**src/rtl/pec_pkg.sv**
```systemverilog
// Package: shared types and constants for the event transfer engine.
// Assumes: byte lane is the low 8 bits of a data word.
package pec_pkg;

    localparam int BYTE_W = 8;

    // Engine sequencer phases, in the order a transfer walks them.
    typedef enum logic [2:0] {
        ST_IDLE  = 3'd0,
        ST_FETCH = 3'd1,
        ST_READ  = 3'd2,
        ST_WRITE = 3'd3,
        ST_DONE  = 3'd4,
        ST_FAULT = 3'd5
    } pec_state_e;

endpackage

```
**src/rtl/pec_ptr_ram.sv**
```systemverilog
// Module: pointer store. Holds 2*NUM_CHAN 16-bit slots in a byte-addressed
// window at BASE. Host port gives registered reads and writes; the engine
// gets an asynchronous read of one channel's destination/source pair.
// Assumes: BASE is aligned to the window size; wr_lock drops host writes.
module pec_ptr_ram #(
    parameter int              NUM_CHAN = 8,
    parameter int              ADDR_W   = 16,
    parameter int              DATA_W   = 16,
    parameter logic [15:0]     BASE     = 16'hFCE0
) (
    input  logic                          clk,
    input  logic                          rst_n,
    input  logic                          host_sel,
    input  logic                          host_we,
    input  logic [ADDR_W-1:0]             host_addr,
    input  logic [DATA_W-1:0]             host_wdata,
    output logic [DATA_W-1:0]             host_rdata,
    input  logic                          wr_lock,
    input  logic [$clog2(NUM_CHAN)-1:0]   rd_chan,
    output logic [DATA_W-1:0]             rd_dst,
    output logic [DATA_W-1:0]             rd_src
);
    localparam int NUM_PTR = 2 * NUM_CHAN;
    localparam int IDX_W   = $clog2(NUM_PTR);
    localparam int WIN_LSB = IDX_W + 1;

    logic [DATA_W-1:0] slot_q [NUM_PTR];
    logic              win_hit;
    logic [IDX_W-1:0]  host_idx;
    logic [IDX_W-1:0]  dst_idx;
    logic [IDX_W-1:0]  src_idx;

    // Decode whether the host address falls in the window and which slot.
    always_comb begin
        win_hit  = (host_addr[ADDR_W-1:WIN_LSB] == BASE[ADDR_W-1:WIN_LSB]);
        host_idx = host_addr[WIN_LSB-1:1];
        dst_idx  = {rd_chan, 1'b0};
        src_idx  = {rd_chan, 1'b1};
    end

    // Slot storage: reset clear, host write unless the engine is loading.
    always_ff @(posedge clk) begin
        if (!rst_n) begin
            for (int i = 0; i < NUM_PTR; i++) slot_q[i] <= '0;
        end else if (host_sel && host_we && win_hit && !wr_lock) begin
            slot_q[host_idx] <= host_wdata;
        end
    end

    // Host read register: updated only on a read strobe, zero outside window.
    always_ff @(posedge clk) begin
        if (!rst_n) begin
            host_rdata <= '0;
        end else if (host_sel && !host_we) begin
            host_rdata <= win_hit ? slot_q[host_idx] : '0;
        end
    end

    // Engine-side pointer pair for the selected channel.
    always_comb begin
        rd_dst = slot_q[dst_idx];
        rd_src = slot_q[src_idx];
    end

endmodule

```
**src/rtl/pec_req_pend.sv**
```systemverilog
// Module: pending-request set. Collects request pulses per channel and
// offers the lowest-numbered pending channel to the sequencer.
// Assumes: take is asserted only when any is high; pick is then valid.
module pec_req_pend #(
    parameter int NUM_CHAN = 8
) (
    input  logic                          clk,
    input  logic                          rst_n,
    input  logic [NUM_CHAN-1:0]           req,
    input  logic                          take,
    output logic                          any,
    output logic [$clog2(NUM_CHAN)-1:0]   pick
);
    localparam int CHAN_W = $clog2(NUM_CHAN);

    logic [NUM_CHAN-1:0] pend_q;
    logic [NUM_CHAN-1:0] take_mask;

    // Lowest set bit wins: scan downward so the last hit is the smallest.
    always_comb begin
        pick = '0;
        for (int i = NUM_CHAN - 1; i >= 0; i--) begin
            if (pend_q[i]) pick = CHAN_W'(i);
        end
        any       = |pend_q;
        take_mask = take ? (NUM_CHAN'(1) << pick) : '0;
    end

    // Pending register: clear the granted bit, merge new pulses.
    always_ff @(posedge clk) begin
        if (!rst_n) pend_q <= '0;
        else        pend_q <= (pend_q & ~take_mask) | req;
    end

endmodule

```
**src/rtl/pec_seq.sv**
```systemverilog
// Module: transfer sequencer. Walks IDLE, FETCH, READ, WRITE, DONE (or
// FAULT on a misaligned word) and drives the memory port.
// Assumes: memory answers a read with data on mem_rdata the next cycle
// and never stalls.
module pec_seq #(
    parameter int NUM_CHAN = 8,
    parameter int ADDR_W   = 16,
    parameter int DATA_W   = 16
) (
    input  logic                          clk,
    input  logic                          rst_n,
    input  logic                          any,
    input  logic [$clog2(NUM_CHAN)-1:0]   pick,
    output logic                          take,
    input  logic [NUM_CHAN-1:0]           chan_byte,
    output logic [$clog2(NUM_CHAN)-1:0]   ptr_chan,
    input  logic [DATA_W-1:0]             rd_dst,
    input  logic [DATA_W-1:0]             rd_src,
    output logic                          fetching,
    output logic                          mem_req,
    output logic                          mem_we,
    output logic                          mem_byte,
    output logic [ADDR_W-1:0]             mem_addr,
    output logic [DATA_W-1:0]             mem_wdata,
    input  logic [DATA_W-1:0]             mem_rdata,
    output logic                          done,
    output logic                          trap,
    output logic [$clog2(NUM_CHAN)-1:0]   xfer_chan
);
    import pec_pkg::*;

    localparam int CHAN_W = $clog2(NUM_CHAN);

    pec_state_e          state_q, state_d;
    logic [CHAN_W-1:0]   chan_q;
    logic [ADDR_W-1:0]   src_q, dst_q;
    logic                byte_q;
    logic                misalign;

    // Alignment test on the pointers being loaded this cycle.
    always_comb begin
        misalign = !chan_byte[chan_q] && (rd_src[0] || rd_dst[0]);
    end

    // Next-state logic and grant to the pending set.
    always_comb begin
        state_d = state_q;
        take    = 1'b0;
        case (state_q)
            ST_IDLE:  if (any) begin
                          state_d = ST_FETCH;
                          take    = 1'b1;
                      end
            ST_FETCH: state_d = misalign ? ST_FAULT : ST_READ;
            ST_READ:  state_d = ST_WRITE;
            ST_WRITE: state_d = ST_DONE;
            default:  state_d = ST_IDLE;
        endcase
    end

    // Phase register.
    always_ff @(posedge clk) begin
        if (!rst_n) state_q <= ST_IDLE;
        else        state_q <= state_d;
    end

    // Channel latch on grant, pointer and width latch on load.
    always_ff @(posedge clk) begin
        if (!rst_n) begin
            chan_q <= '0;
            src_q  <= '0;
            dst_q  <= '0;
            byte_q <= 1'b0;
        end else begin
            if (take) chan_q <= pick;
            if (state_q == ST_FETCH) begin
                src_q  <= rd_src[ADDR_W-1:0];
                dst_q  <= rd_dst[ADDR_W-1:0];
                byte_q <= chan_byte[chan_q];
            end
        end
    end

    // Memory port, strobes and lock, decoded from the phase.
    always_comb begin
        ptr_chan  = chan_q;
        fetching  = (state_q == ST_FETCH);
        mem_req   = (state_q == ST_READ) || (state_q == ST_WRITE);
        mem_we    = (state_q == ST_WRITE);
        mem_byte  = byte_q;
        mem_addr  = (state_q == ST_WRITE) ? dst_q : src_q;
        mem_wdata = byte_q ? {{(DATA_W-BYTE_W){1'b0}}, mem_rdata[BYTE_W-1:0]}
                           : mem_rdata;
        done      = (state_q == ST_DONE);
        trap      = (state_q == ST_FAULT);
        xfer_chan = chan_q;
    end

endmodule

```
**src/rtl/pec_xfer_engine.sv**
```systemverilog
// Module: top of the event transfer engine. Connects the pending set,
// the sequencer and the pointer store.
// Assumes: one memory agent with one-cycle read latency and no wait states.
module pec_xfer_engine #(
    parameter int          NUM_CHAN = 8,
    parameter int          ADDR_W   = 16,
    parameter int          DATA_W   = 16,
    parameter logic [15:0] PTR_BASE = 16'hFCE0
) (
    input  logic                          clk,
    input  logic                          rst_n,
    input  logic [NUM_CHAN-1:0]           req,
    input  logic [NUM_CHAN-1:0]           chan_byte,
    input  logic                          host_sel,
    input  logic                          host_we,
    input  logic [ADDR_W-1:0]             host_addr,
    input  logic [DATA_W-1:0]             host_wdata,
    output logic [DATA_W-1:0]             host_rdata,
    output logic                          mem_req,
    output logic                          mem_we,
    output logic                          mem_byte,
    output logic [ADDR_W-1:0]             mem_addr,
    output logic [DATA_W-1:0]             mem_wdata,
    input  logic [DATA_W-1:0]             mem_rdata,
    output logic                          done,
    output logic                          trap,
    output logic [$clog2(NUM_CHAN)-1:0]   xfer_chan
);
    localparam int CHAN_W = $clog2(NUM_CHAN);

    logic              any, take, fetching;
    logic [CHAN_W-1:0] pick, ptr_chan;
    logic [DATA_W-1:0] rd_dst, rd_src;

    pec_req_pend #(.NUM_CHAN(NUM_CHAN)) u_pend (
        .clk   (clk),
        .rst_n (rst_n),
        .req   (req),
        .take  (take),
        .any   (any),
        .pick  (pick)
    );

    pec_seq #(.NUM_CHAN(NUM_CHAN), .ADDR_W(ADDR_W), .DATA_W(DATA_W)) u_seq (
        .clk       (clk),
        .rst_n     (rst_n),
        .any       (any),
        .pick      (pick),
        .take      (take),
        .chan_byte (chan_byte),
        .ptr_chan  (ptr_chan),
        .rd_dst    (rd_dst),
        .rd_src    (rd_src),
        .fetching  (fetching),
        .mem_req   (mem_req),
        .mem_we    (mem_we),
        .mem_byte  (mem_byte),
        .mem_addr  (mem_addr),
        .mem_wdata (mem_wdata),
        .mem_rdata (mem_rdata),
        .done      (done),
        .trap      (trap),
        .xfer_chan (xfer_chan)
    );

    pec_ptr_ram #(.NUM_CHAN(NUM_CHAN), .ADDR_W(ADDR_W), .DATA_W(DATA_W),
                  .BASE(PTR_BASE)) u_ram (
        .clk        (clk),
        .rst_n      (rst_n),
        .host_sel   (host_sel),
        .host_we    (host_we),
        .host_addr  (host_addr),
        .host_wdata (host_wdata),
        .host_rdata (host_rdata),
        .wr_lock    (fetching),
        .rd_chan    (ptr_chan),
        .rd_dst     (rd_dst),
        .rd_src     (rd_src)
    );

endmodule

```
**config.mk**
```make
export PLATFORM = sky130hd
export DESIGN_NAME = pec_xfer_engine
export DESIGN_NICKNAME = d
export VERILOG_FILES = /design/src/rtl/pec_pkg.sv /design/src/rtl/pec_ptr_ram.sv /design/src/rtl/pec_req_pend.sv /design/src/rtl/pec_seq.sv /design/src/rtl/pec_xfer_engine.sv
export SDC_FILE = /design/constraint.sdc
export NUM_CORES = 1
export LEC_CHECK = 0
export CORE_MARGIN = 3
export CORE_UTILIZATION = 45
export CTS_CLUSTER_SIZE = 40
export DETAILED_ROUTE_END_ITERATION = 6
export PLACE_DENSITY = 0.69
export SLEW_MARGIN = 20
export SYNTH_ARGS = -nofsm -noshare
export SYNTH_HDL_FRONTEND = slang
export SYNTH_SLANG_ARGS = --single-unit
```
**constraint.sdc**
```tcl
create_clock -name clk -period 7.5 [get_ports clk]
set_input_delay 1.125 -clock clk [delete_from_list [all_inputs] [get_ports clk]]
set_output_delay 1.125 -clock clk [all_outputs]
set_load 0.1 [all_outputs]
```
# Yosys cells after proc, flatten, opt, wreduce, memory -nomap -nowiden
# Memories as Yosys holds them, arrays and structs flattened. A register that Yosys moved wholly into a read port is not among the register bits.
# Index checks and enable logic that the tools add are counted.
# op_classes
n_lt_le_gt_ge	1
n_mux	30
n_shift	1
n_reduce_logical	13
eq_ne	7
bitwise	3
# ops
op	count
$mux W16	4
$mux W3	10
$mux W4	5
$reduce_or A16 Y1	1
$pmux W3 S4	1
$eq A11 B11 Y1 const B	1
$and A8 B8 Y8	1
$mux W1	8
$mux W8	1
$not A8 Y8	1
$or A8 B8 Y8	1
$reduce_or A8 Y1	1
$shl A1 B3 Y8 const A	1
$eq A3 B2 Y1 const B	2
$eq A3 B3 Y1 const B	2
$logic_and A1 B1 Y1	5
$lt A3 B4 Y1 const B	1
$bmux W1 S3	1
$eq A3 B1 Y1 const B	1
$logic_not A1 Y1	3
$logic_not A3 Y1	1
$logic_or A1 B1 Y1	2
$ne A2 B2 Y1 const B	1
# word_totals
inputBits	68
wordCells	63
n_memories	1
ramBits	256
reg_bits	63
# memory_table
memory	words	width	read_ports	rd_clocked_by_memory_dff	wr	line	text
u_ram.slot_q	16	16	3	2	16	pec_ptr_ram.sv:27	logic [DATA_W-1:0] slot_q [NUM_PTR];

# Longest topological paths before layout
# depth
depth_word	13
mapped_depth	10

# By module
# Synthesis repeated with hierarchy kept, for this count alone.
# unflattened
cells_unflattened	1194
area_unflattened_um2	16037.9
# by_module_without_submodules
mod	area_each_um2	n_inst	cells_per_inst
pec_ptr_ram	13619.3	1	936
pec_seq	2031.9	1	213
pec_req_pend	386.6	1	45

# Least setup slack after synthesis
# OpenSTA, ideal clock, no wires.
# synth_path
path_type	register to output
from	register u_seq.state_q[1]
to	output port mem_we
path_stages_with_launch	5
path_slack_ns	3.103
required_time_ns	6.375
arrival_time_ns	3.272
path_cell_list	dfxtp_1 > nor2b_1 > nand2_1 > clkbuf_1 > inv_1
# synth_between
elab_chain_cells	1
# synth_lines
item	line	text
from (decl)	pec_seq.sv:34	pec_state_e state_q, state_d;
from (signal assigned)	pec_seq.sv:64	else state_q <= state_d;
$eq A3 B2 Y1	pec_seq.sv:89	mem_we = (state_q == ST_WRITE);
to (decl)	pec_xfer_engine.sv:20	output logic mem_we,
# Every way passes these cells.

# Final worst setup path
# layout_path
from	register u_seq.state_q[1]
to	output port mem_addr[13]
# layout_between
elab_chain_cells	2
# layout_lines
item	line	text
$eq A3 B2 Y1	pec_seq.sv:91	mem_addr = (state_q == ST_WRITE) ? dst_q : src_q;
$mux W16	pec_seq.sv:91	
to (decl)	pec_xfer_engine.sv:22	output logic [ADDR_W-1:0] mem_addr,
# Every way passes these cells.

==> metrics.txt <==
outcome=complete, no violations; Crit Path Class=register to output pin; die area=0.03747 mm2; Filler Cells Inserted=2868; RD Place Congestion=0.8117; clock slew at reported path FFs=0.06 ns; Max Clk Rate=216.2 MHz; worst-case vdd ir drop=0.2140 mV; worst reg2reg setup slack=between 3 and 4 ns; CTS HTree Levels=2; CTS Buffer Depth=3; # DRC=0; slowest stage delay, CP=1.16 ns; wire per inst=25.64 um; synth warn=0; IO buf count=between 100 and 150; Yosys top cell area share=48.55%; Worst Path Arrival=3.50 ns; total routed wirelength=44.02 mm; synthesized instance count=1161; CTS buffer count=35; post-CTS sizing=0; Tot Pwr=slightly below 5 mW; relative slew slack=28.75%; area occupied by multi-input gates=0.006416 mm2; sequential standard cell area=0.009015 mm2; largest net degree at the start of global routing=69; first-pass GRT wire length=65.68 mm; vias per cell=6.082; critical path's top delay family=buffers and inverters; RSZ-0062 raised after global routing=false; dominant synthesized flop cell=edfxtp_1; Routed Antenna Nets=0; Die X=approximately 190 um; Leak=6.047 nW; Vias=around 10000; most used standard cell by instance count after synthesis=edfxtp_1; CP Buf/Inv Count=1; Boundary Pins=~120; num rows=68; Post-CTS Setup Inserts=0; synthesized area=0.01583 mm2; setup TNS=0 ns; hold_ws=0.4947 ns; Overall Global Routing Usage=23.25%; CP cell instances=nor2b_1, nand2_1, mux2_2, clkdlybuf4s50_1; post-synthesis cell type count=47; die height=between 150 and 200 um; detailed placement HPWL=26.74 mm; clock latency on the worst-skew pair=0.51 ns; vias in the first global route=around 10000; Startpoint Class=register; setup violators final=0; Async SR Flop Fraction=0%; crit path max fanout=18; Area Overhead vs Synth=16.21%; Synthesized Nets=about 1200; root buffer cell=clkbuf_16; Power Density=roughly 260 mW/mm2; diode count=0; Mean Syn Cell Area=13.64 um2; Hold Buf Count CTS=0; initial antenna violation count=0; Critical Path Slowest Stage Cell=clkdlybuf4s50_1; final worst-path cycle share=between 60% and 70%; Final Hold Viols=0; pins over their slew limit=0; commonest cells in the netlist=edfxtp_1, nor2_1, mux4_2, nand2_1; share of layout cells above drive strength 1=23.22%; nature of the critical path endpoint=output pin; path type of the worst min-delay path=register to register; GRT Residual Overflow=0; CORE AREA=0.03463 mm2; Final min period=4.625 ns; DRT Pass-1 Iters=5; initial core utilization=between 40% and 50%; TritonCTS clock tree=yes; Synth area leader=edfxtp_1; # nets final=1304; max_cap viols=0; sequential-to-total area share from yosys stat=56.89%; Iter 0 DRT Violations=969; Setup Skew=0.009742 ns; Yosys reg bits=322; # clock sinks=322; Worst-Margin Slew=1.065 ns; Crit path required time=between 6 and 7 ns; Synth area leaders=edfxtp_1, mux4_2, dfxtp_1; number of synthesized flops with an enable pin=256
area by class of cell:
cell class              instances  area share [%]
flip-flops and latches        322           48.99
clock buffers                  55           5.508
multi-input cells             735           34.87
inverters                       3         0.06120
repair buffers                139           7.017
well taps                     455           3.094
clock inverters                 8          0.4624
logic make-up after synthesis:
| group | share of synthesized area [%] |
|---|---|
| simple gates | 11.26 |
| flops | 56.89 |
| mux | 23.93 |
| compound gates | 4.781 |
| buf+inv | 3.137 |
per-layer routing:
| layer | up-vias | share of wire (%) | wire length [um] | GRT usage (%) |
|---|---|---|---|---|
| met4 | 0 | 2.2 | 963 | 5.947 |
| met5 | - | 0 | 0 | 0 |
| met2 | 605 | 49 | 21370 | 38.31 |
| met3 | 69 | 12 | 5193 | 6.513 |
| li1 | 4512 | - | - | - |
| met1 | 5256 | 37 | 16490 | 30.78 |
worst paths after layout:
kind | startpoint | end | cells after the start
min reg2reg | u_ram.host_rdata[11]$_SDFFE_PN0P_ | u_ram.host_rdata[11]$_SDFFE_PN0P_ | 2
min | u_ram.host_rdata[11]$_SDFFE_PN0P_ | u_ram.host_rdata[11]$_SDFFE_PN0P_ | 2
max | u_seq.state_q[1]$_SDFFE_PN0P_ | mem_addr[13] | 4
max reg2reg | u_seq.state_q[0]$_SDFFE_PN0P_ | u_ram.slot_q[0][12]$_SDFFCE_PN0P_ | 6
tightest hold or removal path, cell delays in order, from the launching register on:
cell and delay [ns]:
dfxtp_1 0.32, a22oi_1 0.07, o21ai_0 0.06
cells in the final DEF, fill, tap and decap left out, drive strengths merged, types with 2 or more instances in the layout:
| cell | n |
|---|---|
| clkbuf | 55 |
| nor4 | 3 |
| nand3 | 4 |
| and2 | 3 |
| inv | 3 |
| mux4 | 130 |
| dfxtp | 66 |
| a22oi | 16 |
| or3b | 2 |
| clkdlybuf4s50 | 102 |
| nand2b | 2 |
| nand4 | 3 |
| nor3b | 3 |
| nor2b | 16 |
| nor2 | 269 |
| clkinv | 6 |
| mux2 | 32 |
| nand3b | 4 |
| buf | 37 |
| o211a | 3 |
| o21a | 5 |
| o21ai | 66 |
| a21boi | 2 |
| nand2 | 73 |
| nor3 | 2 |
| bufinv | 2 |
| edfxtp | 256 |
| mux2i | 50 |
| a21oi | 36 |
| or3 | 2 |
registers in the layout, summed over array words and instances (netlist names), named ones only:
name	cells
u_ram.slot_q	256
u_seq.mem_byte	1
u_pend.pend_q	8
u_ram.host_rdata	16
u_seq.dst_q	16
u_seq.ptr_chan	3
u_seq.state_q	3
u_seq.src_q	16
power breakdown:
group | internal [mW] | switching (mW)
Combinational | 0.392 | 0.683
Sequential | 2.03 | 0.0822
Clock | 0.996 | 0.673
Total | 3.42 | 1.44
per-stage QoR:
step           util [%]  area [um2]  instances  worst slack (ns)
3_5_place_dp      49.95       17300       1654             2.426
3_3_place_gp      49.94       17290       1654             2.470
2_1_floorplan         -       15830       1161             3.103
6_report          53.14       18400       1717             2.875
4_1_cts           53.12       18400       1717             2.862
5_1_grt           53.14       18400       1717             2.706
No activity file was read; power rests on OpenSTA's default activity.
